### src/rtl/pps_pkg.sv
// Package for the pulse-per-second timestamp unit.
// Holds the register address map shared by the top module and the bench.
package pps_pkg;
    typedef enum logic [2:0] {
        ADDR_POLL  = 3'd0, // write: poll; read: live {overflow, level}
        ADDR_TB    = 3'd1, // read: live timebase
        ADDR_EL    = 3'd2, // read: live elapsed count
        ADDR_ECHO  = 3'd3, // write/read: echo control
        ADDR_SFLG  = 3'd4, // read: snapshot {overflow, level}
        ADDR_STB   = 3'd5, // read: snapshot timebase
        ADDR_SEL   = 3'd6, // read: snapshot elapsed
        ADDR_STAMP = 3'd7  // read: corrected stamp
    } pps_addr_e;

    localparam int unsigned ECHO_SET_BIT = 0;
    localparam int unsigned ECHO_CLR_BIT = 1;
    localparam int unsigned ECHO_INV_BIT = 2;
endpackage

### src/rtl/pps_tick_div.sv
// Tick divider: pulses tick for one cycle out of every DIV clock cycles.
// Assumes DIV >= 2. The phase counter starts at zero on reset, so the
// first tick follows the DIV-th edge after reset release.
module pps_tick_div #(
    parameter int unsigned DIV = 4
) (
    input  logic clk,
    input  logic rst_n,
    output logic tick
);
    localparam int unsigned PW = (DIV > 2) ? $clog2(DIV) : 1;
    localparam logic [PW-1:0] LAST = PW'(DIV - 1);

    logic [PW-1:0] phase;

    // Advance the phase and wrap at the last slot.
    always_ff @(posedge clk) begin
        if (!rst_n)            phase <= '0;
        else if (phase == LAST) phase <= '0;
        else                   phase <= phase + 1'b1;
    end

    assign tick = (phase == LAST);
endmodule

### src/rtl/pps_sync_edge.sv
// Input synchronizer with a rising-edge detector.
// Assumes pulse_in is asynchronous. STAGES flops remove metastability.
// One more register (level_q) holds the level that the poll logic sees.
// rise fires in the cycle before level_q goes high, so the elapsed counter
// clears on the same edge that level_q rises. This keeps the edge latency
// constant and the stamp arithmetic exact.
module pps_sync_edge #(
    parameter int unsigned STAGES = 2
) (
    input  logic clk,
    input  logic rst_n,
    input  logic pulse_in,
    output logic level_q,
    output logic rise
);
    logic [STAGES-1:0] chain;

    // Shift the raw input through the synchronizer chain.
    always_ff @(posedge clk) begin
        if (!rst_n) chain[0] <= 1'b0;
        else        chain[0] <= pulse_in;
    end

    for (genvar g = 1; g < STAGES; g++) begin : g_stage
        // One further synchronizer stage.
        always_ff @(posedge clk) begin
            if (!rst_n) chain[g] <= 1'b0;
            else        chain[g] <= chain[g-1];
        end
    end

    // Hold the level aligned with the elapsed-counter clear.
    always_ff @(posedge clk) begin
        if (!rst_n) level_q <= 1'b0;
        else        level_q <= chain[STAGES-1];
    end

    assign rise = chain[STAGES-1] & ~level_q;
endmodule

### src/rtl/pps_counters.sv
// Timebase and elapsed counters, both advancing on the shared tick.
// The timebase wraps modulo 2^W. The elapsed counter clears on rise, then
// counts and saturates at all-ones. A sticky overflow flag records a tick
// lost to saturation. Before the first edge the elapsed counter stays idle.
module pps_counters #(
    parameter int unsigned W = 16
) (
    input  logic         clk,
    input  logic         rst_n,
    input  logic         tick,
    input  logic         rise,
    output logic [W-1:0] tb,
    output logic [W-1:0] el,
    output logic         ovf
);
    localparam logic [W-1:0] SAT = '1;

    logic running;

    // Free-running timebase.
    always_ff @(posedge clk) begin
        if (!rst_n)    tb <= '0;
        else if (tick) tb <= tb + 1'b1;
    end

    // Elapsed count since the last edge, saturating, with sticky overflow.
    always_ff @(posedge clk) begin
        if (!rst_n) begin
            el      <= '0;
            ovf     <= 1'b0;
            running <= 1'b0;
        end else if (rise) begin
            el      <= '0;
            ovf     <= 1'b0;
            running <= 1'b1;
        end else if (running && tick) begin
            if (el == SAT) ovf <= 1'b1;
            else           el  <= el + 1'b1;
        end
    end
endmodule

### src/rtl/pps_poll_ctrl.sv
// Poll capture, stamp generation and echo control.
// A poll copies level, overflow, timebase and elapsed count on one edge.
// Nothing else can write these snapshots, so the capture is atomic.
// Assumes the counters and level_q are registered, so the poll sees one
// consistent pre-edge state. The level is judged against the previous
// poll's level: a rise is accepted (valid pulse, echo high) and a fall
// drops the echo.
module pps_poll_ctrl #(
    parameter int unsigned W = 16
) (
    input  logic         clk,
    input  logic         rst_n,
    input  logic         poll,
    input  logic         level,
    input  logic         ovf,
    input  logic [W-1:0] tb,
    input  logic [W-1:0] el,
    input  logic         echo_wr,
    input  logic         echo_set,
    input  logic         echo_clr,
    input  logic         echo_inv_in,
    output logic         snap_lvl,
    output logic         snap_ovf,
    output logic [W-1:0] snap_tb,
    output logic [W-1:0] snap_el,
    output logic [W-1:0] stamp,
    output logic         stamp_valid,
    output logic         echo_state,
    output logic         echo_inv
);
    logic prev_lvl;
    logic accept;
    logic drop;

    assign accept = poll & level & ~prev_lvl;
    assign drop   = poll & ~level & prev_lvl;

    // Capture all poll values on the same edge.
    always_ff @(posedge clk) begin
        if (!rst_n) begin
            snap_lvl <= 1'b0;
            snap_ovf <= 1'b0;
            snap_tb  <= '0;
            snap_el  <= '0;
            prev_lvl <= 1'b0;
        end else if (poll) begin
            snap_lvl <= level;
            snap_ovf <= ovf;
            snap_tb  <= tb;
            snap_el  <= el;
            prev_lvl <= level;
        end
    end

    // One-cycle valid for an accepted rising level.
    always_ff @(posedge clk) begin
        if (!rst_n) stamp_valid <= 1'b0;
        else        stamp_valid <= accept;
    end

    // Echo state: poll events and register writes (clear beats set).
    always_ff @(posedge clk) begin
        if (!rst_n) begin
            echo_state <= 1'b0;
            echo_inv   <= 1'b0;
        end else if (echo_wr) begin
            echo_inv <= echo_inv_in;
            if (echo_clr)      echo_state <= 1'b0;
            else if (echo_set) echo_state <= 1'b1;
        end else if (accept) begin
            echo_state <= 1'b1;
        end else if (drop) begin
            echo_state <= 1'b0;
        end
    end

    assign stamp = snap_tb - snap_el;
endmodule

### src/rtl/pps_stamp_unit.sv
// Pulse-per-second edge timestamp unit, top level.
// Chains the divider, synchronizer, counters and poll logic. It decodes a
// simple register port: writes take effect on the clock edge, and reads
// are combinational on reg_addr. Assumes W >= 3 so the echo control bits
// fit in a register word.
module pps_stamp_unit
    import pps_pkg::*;
#(
    parameter int unsigned W         = 16,
    parameter int unsigned DIV       = 4,
    parameter int unsigned SYNC_DEPTH = 2
) (
    input  logic         clk,
    input  logic         rst_n,
    input  logic         pulse_in,
    input  logic [2:0]   reg_addr,
    input  logic         reg_wr,
    input  logic [W-1:0] reg_wdata,
    output logic [W-1:0] reg_rdata,
    output logic         echo_out,
    output logic         stamp_valid,
    output logic [W-1:0] stamp_value,
    output logic         stamp_stale
);
    logic         tick;
    logic         level;
    logic         rise;
    logic [W-1:0] tb_val;
    logic [W-1:0] el_val;
    logic         ovf;
    logic         poll;
    logic         echo_wr;
    logic         snap_lvl;
    logic         snap_ovf;
    logic [W-1:0] snap_tb;
    logic [W-1:0] snap_el;
    logic [W-1:0] stamp;
    logic         echo_state;
    logic         echo_inv;

    assign poll    = reg_wr && (reg_addr == ADDR_POLL);
    assign echo_wr = reg_wr && (reg_addr == ADDR_ECHO);

    pps_tick_div #(.DIV(DIV)) u_div (
        .clk   (clk),
        .rst_n (rst_n),
        .tick  (tick)
    );

    pps_sync_edge #(.STAGES(SYNC_DEPTH)) u_sync (
        .clk      (clk),
        .rst_n    (rst_n),
        .pulse_in (pulse_in),
        .level_q  (level),
        .rise     (rise)
    );

    pps_counters #(.W(W)) u_cnt (
        .clk   (clk),
        .rst_n (rst_n),
        .tick  (tick),
        .rise  (rise),
        .tb    (tb_val),
        .el    (el_val),
        .ovf   (ovf)
    );

    pps_poll_ctrl #(.W(W)) u_poll (
        .clk         (clk),
        .rst_n       (rst_n),
        .poll        (poll),
        .level       (level),
        .ovf         (ovf),
        .tb          (tb_val),
        .el          (el_val),
        .echo_wr     (echo_wr),
        .echo_set    (reg_wdata[ECHO_SET_BIT]),
        .echo_clr    (reg_wdata[ECHO_CLR_BIT]),
        .echo_inv_in (reg_wdata[ECHO_INV_BIT]),
        .snap_lvl    (snap_lvl),
        .snap_ovf    (snap_ovf),
        .snap_tb     (snap_tb),
        .snap_el     (snap_el),
        .stamp       (stamp),
        .stamp_valid (stamp_valid),
        .echo_state  (echo_state),
        .echo_inv    (echo_inv)
    );

    // Read multiplexer over live state, snapshots and the stamp.
    always_comb begin
        reg_rdata = '0;
        case (reg_addr)
            ADDR_POLL:  reg_rdata[1:0] = {ovf, level};
            ADDR_TB:    reg_rdata      = tb_val;
            ADDR_EL:    reg_rdata      = el_val;
            ADDR_ECHO: begin
                reg_rdata[ECHO_SET_BIT] = echo_state;
                reg_rdata[ECHO_INV_BIT] = echo_inv;
            end
            ADDR_SFLG:  reg_rdata[1:0] = {snap_ovf, snap_lvl};
            ADDR_STB:   reg_rdata      = snap_tb;
            ADDR_SEL:   reg_rdata      = snap_el;
            default:    reg_rdata      = stamp;
        endcase
    end

    assign echo_out    = echo_state ^ echo_inv;
    assign stamp_value = stamp;
    assign stamp_stale = snap_ovf;
endmodule

### config.mk
export PLATFORM = sky130hd
export DESIGN_NAME = pps_stamp_unit
export DESIGN_NICKNAME = d
export VERILOG_FILES = /design/src/rtl/pps_pkg.sv /design/src/rtl/pps_tick_div.sv /design/src/rtl/pps_sync_edge.sv /design/src/rtl/pps_counters.sv /design/src/rtl/pps_poll_ctrl.sv /design/src/rtl/pps_stamp_unit.sv
export SDC_FILE = /design/constraint.sdc
export NUM_CORES = 1
export LEC_CHECK = 0
export BUFFER_PORTS_ARGS = -buffer_cell sky130_fd_sc_hd__buf_2
export CAP_MARGIN = 10
export CORE_MARGIN = 3
export CORE_UTILIZATION = 50
export CTS_CLUSTER_SIZE = 28
export DETAILED_ROUTE_END_ITERATION = 8
export GPL_ROUTABILITY_DRIVEN = 1
export PLACE_DENSITY = 0.7
export SYNTH_ARGS = -nofsm -noshare
export SYNTH_HDL_FRONTEND = slang
export SYNTH_SLANG_ARGS = --single-unit
### constraint.sdc
create_clock -name clk -period 2.8 [get_ports clk]
set_clock_uncertainty 0.2 [all_clocks]
set_input_delay 0.14 -clock clk [delete_from_list [all_inputs] [get_ports clk]]
set_output_delay 0.14 -clock clk [all_outputs]
set_load 0.05 [all_outputs]
==> results.txt <==
The run gives 291 uV as the worst ir drop on vdd. For this run, asynchronously set or reset flops after synthesis account for 0%. After layout, the worst path uses 106% of the clock period. After floorplanning, the core was sized to cover 9460 sq um. The number of port buffers was 44.

Across the run, the number of max-cap violations was 0. Total count of hold-check failures in the final report: 0. Derived from the worst setup path, the maximum achievable clock frequency is 336 MHz. The number of top-level pins was 58; the maximum number of buffers from clock root to sink was 2.

The run gives 35 as the row count. The run gives 0 as the number of diodes added for antenna fixing. Setup repair after global routing could not meet its margin everywhere.

After synthesis, the netlist uses 69 different library cells. Once placement completed, the tool counted placed cells totaling 770. After the flow finishes, the layout carries non-filler instances totaling 802. Clock tree synthesis selected as its root buffer the cell clkbuf_8.

The worst setup path is launched from a flip-flop. The number of global-route vias before repair is 4437. In this run the cell area of the synthesized design comes to 4980 sq um. For the area enclosed by the die boundary, the log shows 11200 sq um.

Cells fill 65.4% of the core in the end. After the last flow step, the layout net total stands at 710. Cells with a size suffix above 1 make up 26.2% of the layout. From synthesis to final layout, the design area changed by 24.2%. The logs give 24.9% for the combined global-route utilization of all metal layers and 0 for the count of final max-slew check failures. Worst hold-check path type: in2reg.

The number of antenna violations at the first check in global routing was 0; the clock edge transition at the registers on the reported setup and hold paths was 0.08 ns. The design draws 2.19 mW. The first-pass GRT wire length was 22.6 mm; the number of flip-flops and latches in the synthesized netlist was 76.

Entering global routing, the biggest net connects 60 pins. The CTS sink count was 76; the final number of setup-violating endpoints was 8. The count of antenna-violating nets left after detailed routing came out at 0. Measured against its own limit, the worst slew margin works out to 51.0%. The number of buffers added by the clock tree synthesis step came out at 9. Ranked by total cell area, the synthesized netlist is headed by dfxtp_1 31%, nand2_1 7.8%, a21boi_0 4.8%, ha_1 4.5%, mux2i_1 4.2%. The critical path is of the reg2out type. The total overflow left after global routing is 0. The final critical-path required period came out at 2.97 ns.

Among all flip-flop cells after synthesis, the most frequent one is dfxtp_1. For the violation count after the first detailed-routing iteration, the log shows 285. The top cell types in the final layout, fill and taps aside, are 102 x nand2_1, 70 x dfxtp_1, 36 x nor2_1, 36 x buf_4, 32 x a21boi_0. The HPWL after detailed placement is 9.50 mm.

The portion of the post-synthesis area used by sequential elements was 30.6%. Dividing the detail-routed via count by the number of cells gives 5.90. Dividing total power by cell area gives a power density of 353 nW/um^2. The category of the worst setup path capture point is a primary output. The CTS H-tree depth was 3. At the worst endpoint, the required time is 2.46 ns. Wires add up to 14.0 mm. The chip height is 106 microns. Counting every net in the synthesized netlist gives 661. After detailed routing, the number of remaining DRC violations is 0. Counting every instance in the synthesized netlist gives 619. The die is 106 microns wide. At the pin with the least slew margin, the transition time is 0.735 ns. For this design the static power due to leakage is 2.46 nW. Before antenna repair, the detailed router went through 5 iterations. TritonCTS built the clock tree. The cell accounting for the most synthesized area was dfxtp_1. Averaged over all synthesized cells, the footprint is 8.04 sq um. The checks that failed: negative setup slack.

For the warning count from the yosys run, the log shows 0. Detailed routing inserted a total of 4734 vias. The share of synthesized area in the top cell type comes to 30.6%. The flow ran to the end, but the final reports show violations.

The clock insertion delay at the later pin of the skew report is 0.35 ns. The smallest setup slack after layout was -0.174 ns; the number of enable-type register cells in the synthesized netlist was 0. The initial utilization of the core area, before any placement, comes to 52.6%.

Data on the critical path arrives at its endpoint at 2.63 ns. Routability-driven placement finished with a final weighted congestion of 0.866. Of all nets on the critical path, the largest fanout is 5. Leaving out fill and tap cells, the most frequent cell in the layout is nand2_1. Dividing the detail-routed wire length by the instance count gives 17.4 microns.
## critical path, cell delays in order (launching register included)
cell      delay (ns)
dfxtp_2         0.33
inv_2           0.07
ha_4            0.14
inv_2           0.03
fa_2            0.34
a21o_1          0.22
a221oi_2        0.23
buf_4           0.21
a211oi_4        0.08
mux2i_2         0.18
a311oi_4        0.27
buf_6           0.19
## metal layers
layer / wire [microns] / up-vias / share of wire [%] / global-route usage, %
met2: 6590 / 170 / 47 / 41.0
met5: 0 / - / 0 / 0
li1: - / 2282 / - / -
met4: 409 / 0 / 2.9 / 10.5
met1: 6200 / 2254 / 44 / 32.5
met3: 773 / 28 / 5.5 / 3.80
## per-stage QoR
stage          setup slack, ns  instance area [sq um]  hold slack [ns]  setup TNS, ns
3_3_place_gp            0.0817                   5430            0.150              0
3_5_place_dp            0.0507                   5430            0.157              0
6_report                -0.174                   6180           0.0242         -0.954
5_1_grt                 -0.292                   6180           0.0375          -1.87
4_1_cts                 -0.131                   5940          0.00826         -0.769
2_1_floorplan           -0.296                   5090           0.0673         -0.296
## path summary, 6_finish.rpt
path	end	cells after the start	slack, ns	startpoint
setup / recovery	reg_rdata[12]	11	-0.17	u_poll.snap_tb[0]$_SDFFE_PN0N_
hold / removal	u_poll.echo_state$_SDFFE_PN0P_	3	0.02	reg_wr
setup reg to reg	u_cnt.tb[10]$_SDFFE_PN0P_	6	0.71	u_cnt.tb[0]$_SDFFE_PN0P_
hold reg to reg	u_div.phase[0]$_SDFF_PP0_	1	0.23	u_div.phase[0]$_SDFF_PP0_
## Yosys cell counts, drive strengths merged (3+ instances only)
library cell / n
a21boi: 34
a21o: 5
a21oi: 20
a22oi: 5
and3: 9
nand2: 104
o221ai: 3
o21ai: 25
xnor2: 21
inv: 23
mux2i: 21
a221oi: 3
o21a: 9
nor2: 41
xor2: 19
clkbuf: 23
mux2: 6
and4: 6
nor3: 6
o211ai: 5
or3: 6
nand2b: 4
and2: 22
nand4: 15
dfxtp: 76
ha: 18
a211oi: 5
nand3: 12
buf: 19
a311oi: 4
a22o: 11
nor2b: 10
## cell families (layout without fill, tap and decap cells)
group / count (synthesis) / in the layout / synth area share (%)
mux: 27 / 27 / 5.58
simple gates: 242 / 242 / 24.3
buf+inv: 65 / 118 / 5.85
fa+ha+maj: 19 / 19 / 4.92
xor+xnor: 40 / 40 / 7.04
compound gates: 150 / 151 / 21.8
flops: 76 / 76 / 30.6
## power breakdown
| group | switching (mW) | internal [mW] | total [mW] |
|---|---|---|---|
| logic | 0.149 | 0.0765 | 0.226 |
| registers | 0.00707 | 1.09 | 1.09 |
| clock network | 0.431 | 0.434 | 0.866 |
## final cells by class
type	count	area [sq um]
clock inverters	6	63.8
inverters	23	86.3
flip-flops and latches	76	1530
repair buffers	79	606
clock buffers	10	138
fillers	809	3270
well taps	129	161
multi-input cells	479	3600
## registers in the layout (all words and copies together) (netlist names)
register / count
u_cnt.el: 16
u_cnt.tb: 16
u_poll.snap_el: 16
u_poll.snap_tb: 16
u_div.phase: 2
u_sync.chain: 2
u_cnt.ovf: 1
u_cnt.running: 1
u_poll.echo_inv: 1
u_poll.echo_state: 1
u_poll.snap_lvl: 1
u_poll.snap_ovf: 1
u_poll.stamp_valid: 1
u_sync.level_q: 1
## what timing repair did
item                                   in CTS  in global routing
gates cloned                                1                  0
buffers inserted                            7                  5
endpoints found under the hold margin       3                  0
hold buffers                                3                  0
pin swaps                                  11                 26
setup endpoints to repair                  19                 21
resized for setup                          55                 46
(Power assumes the default switching activity.)
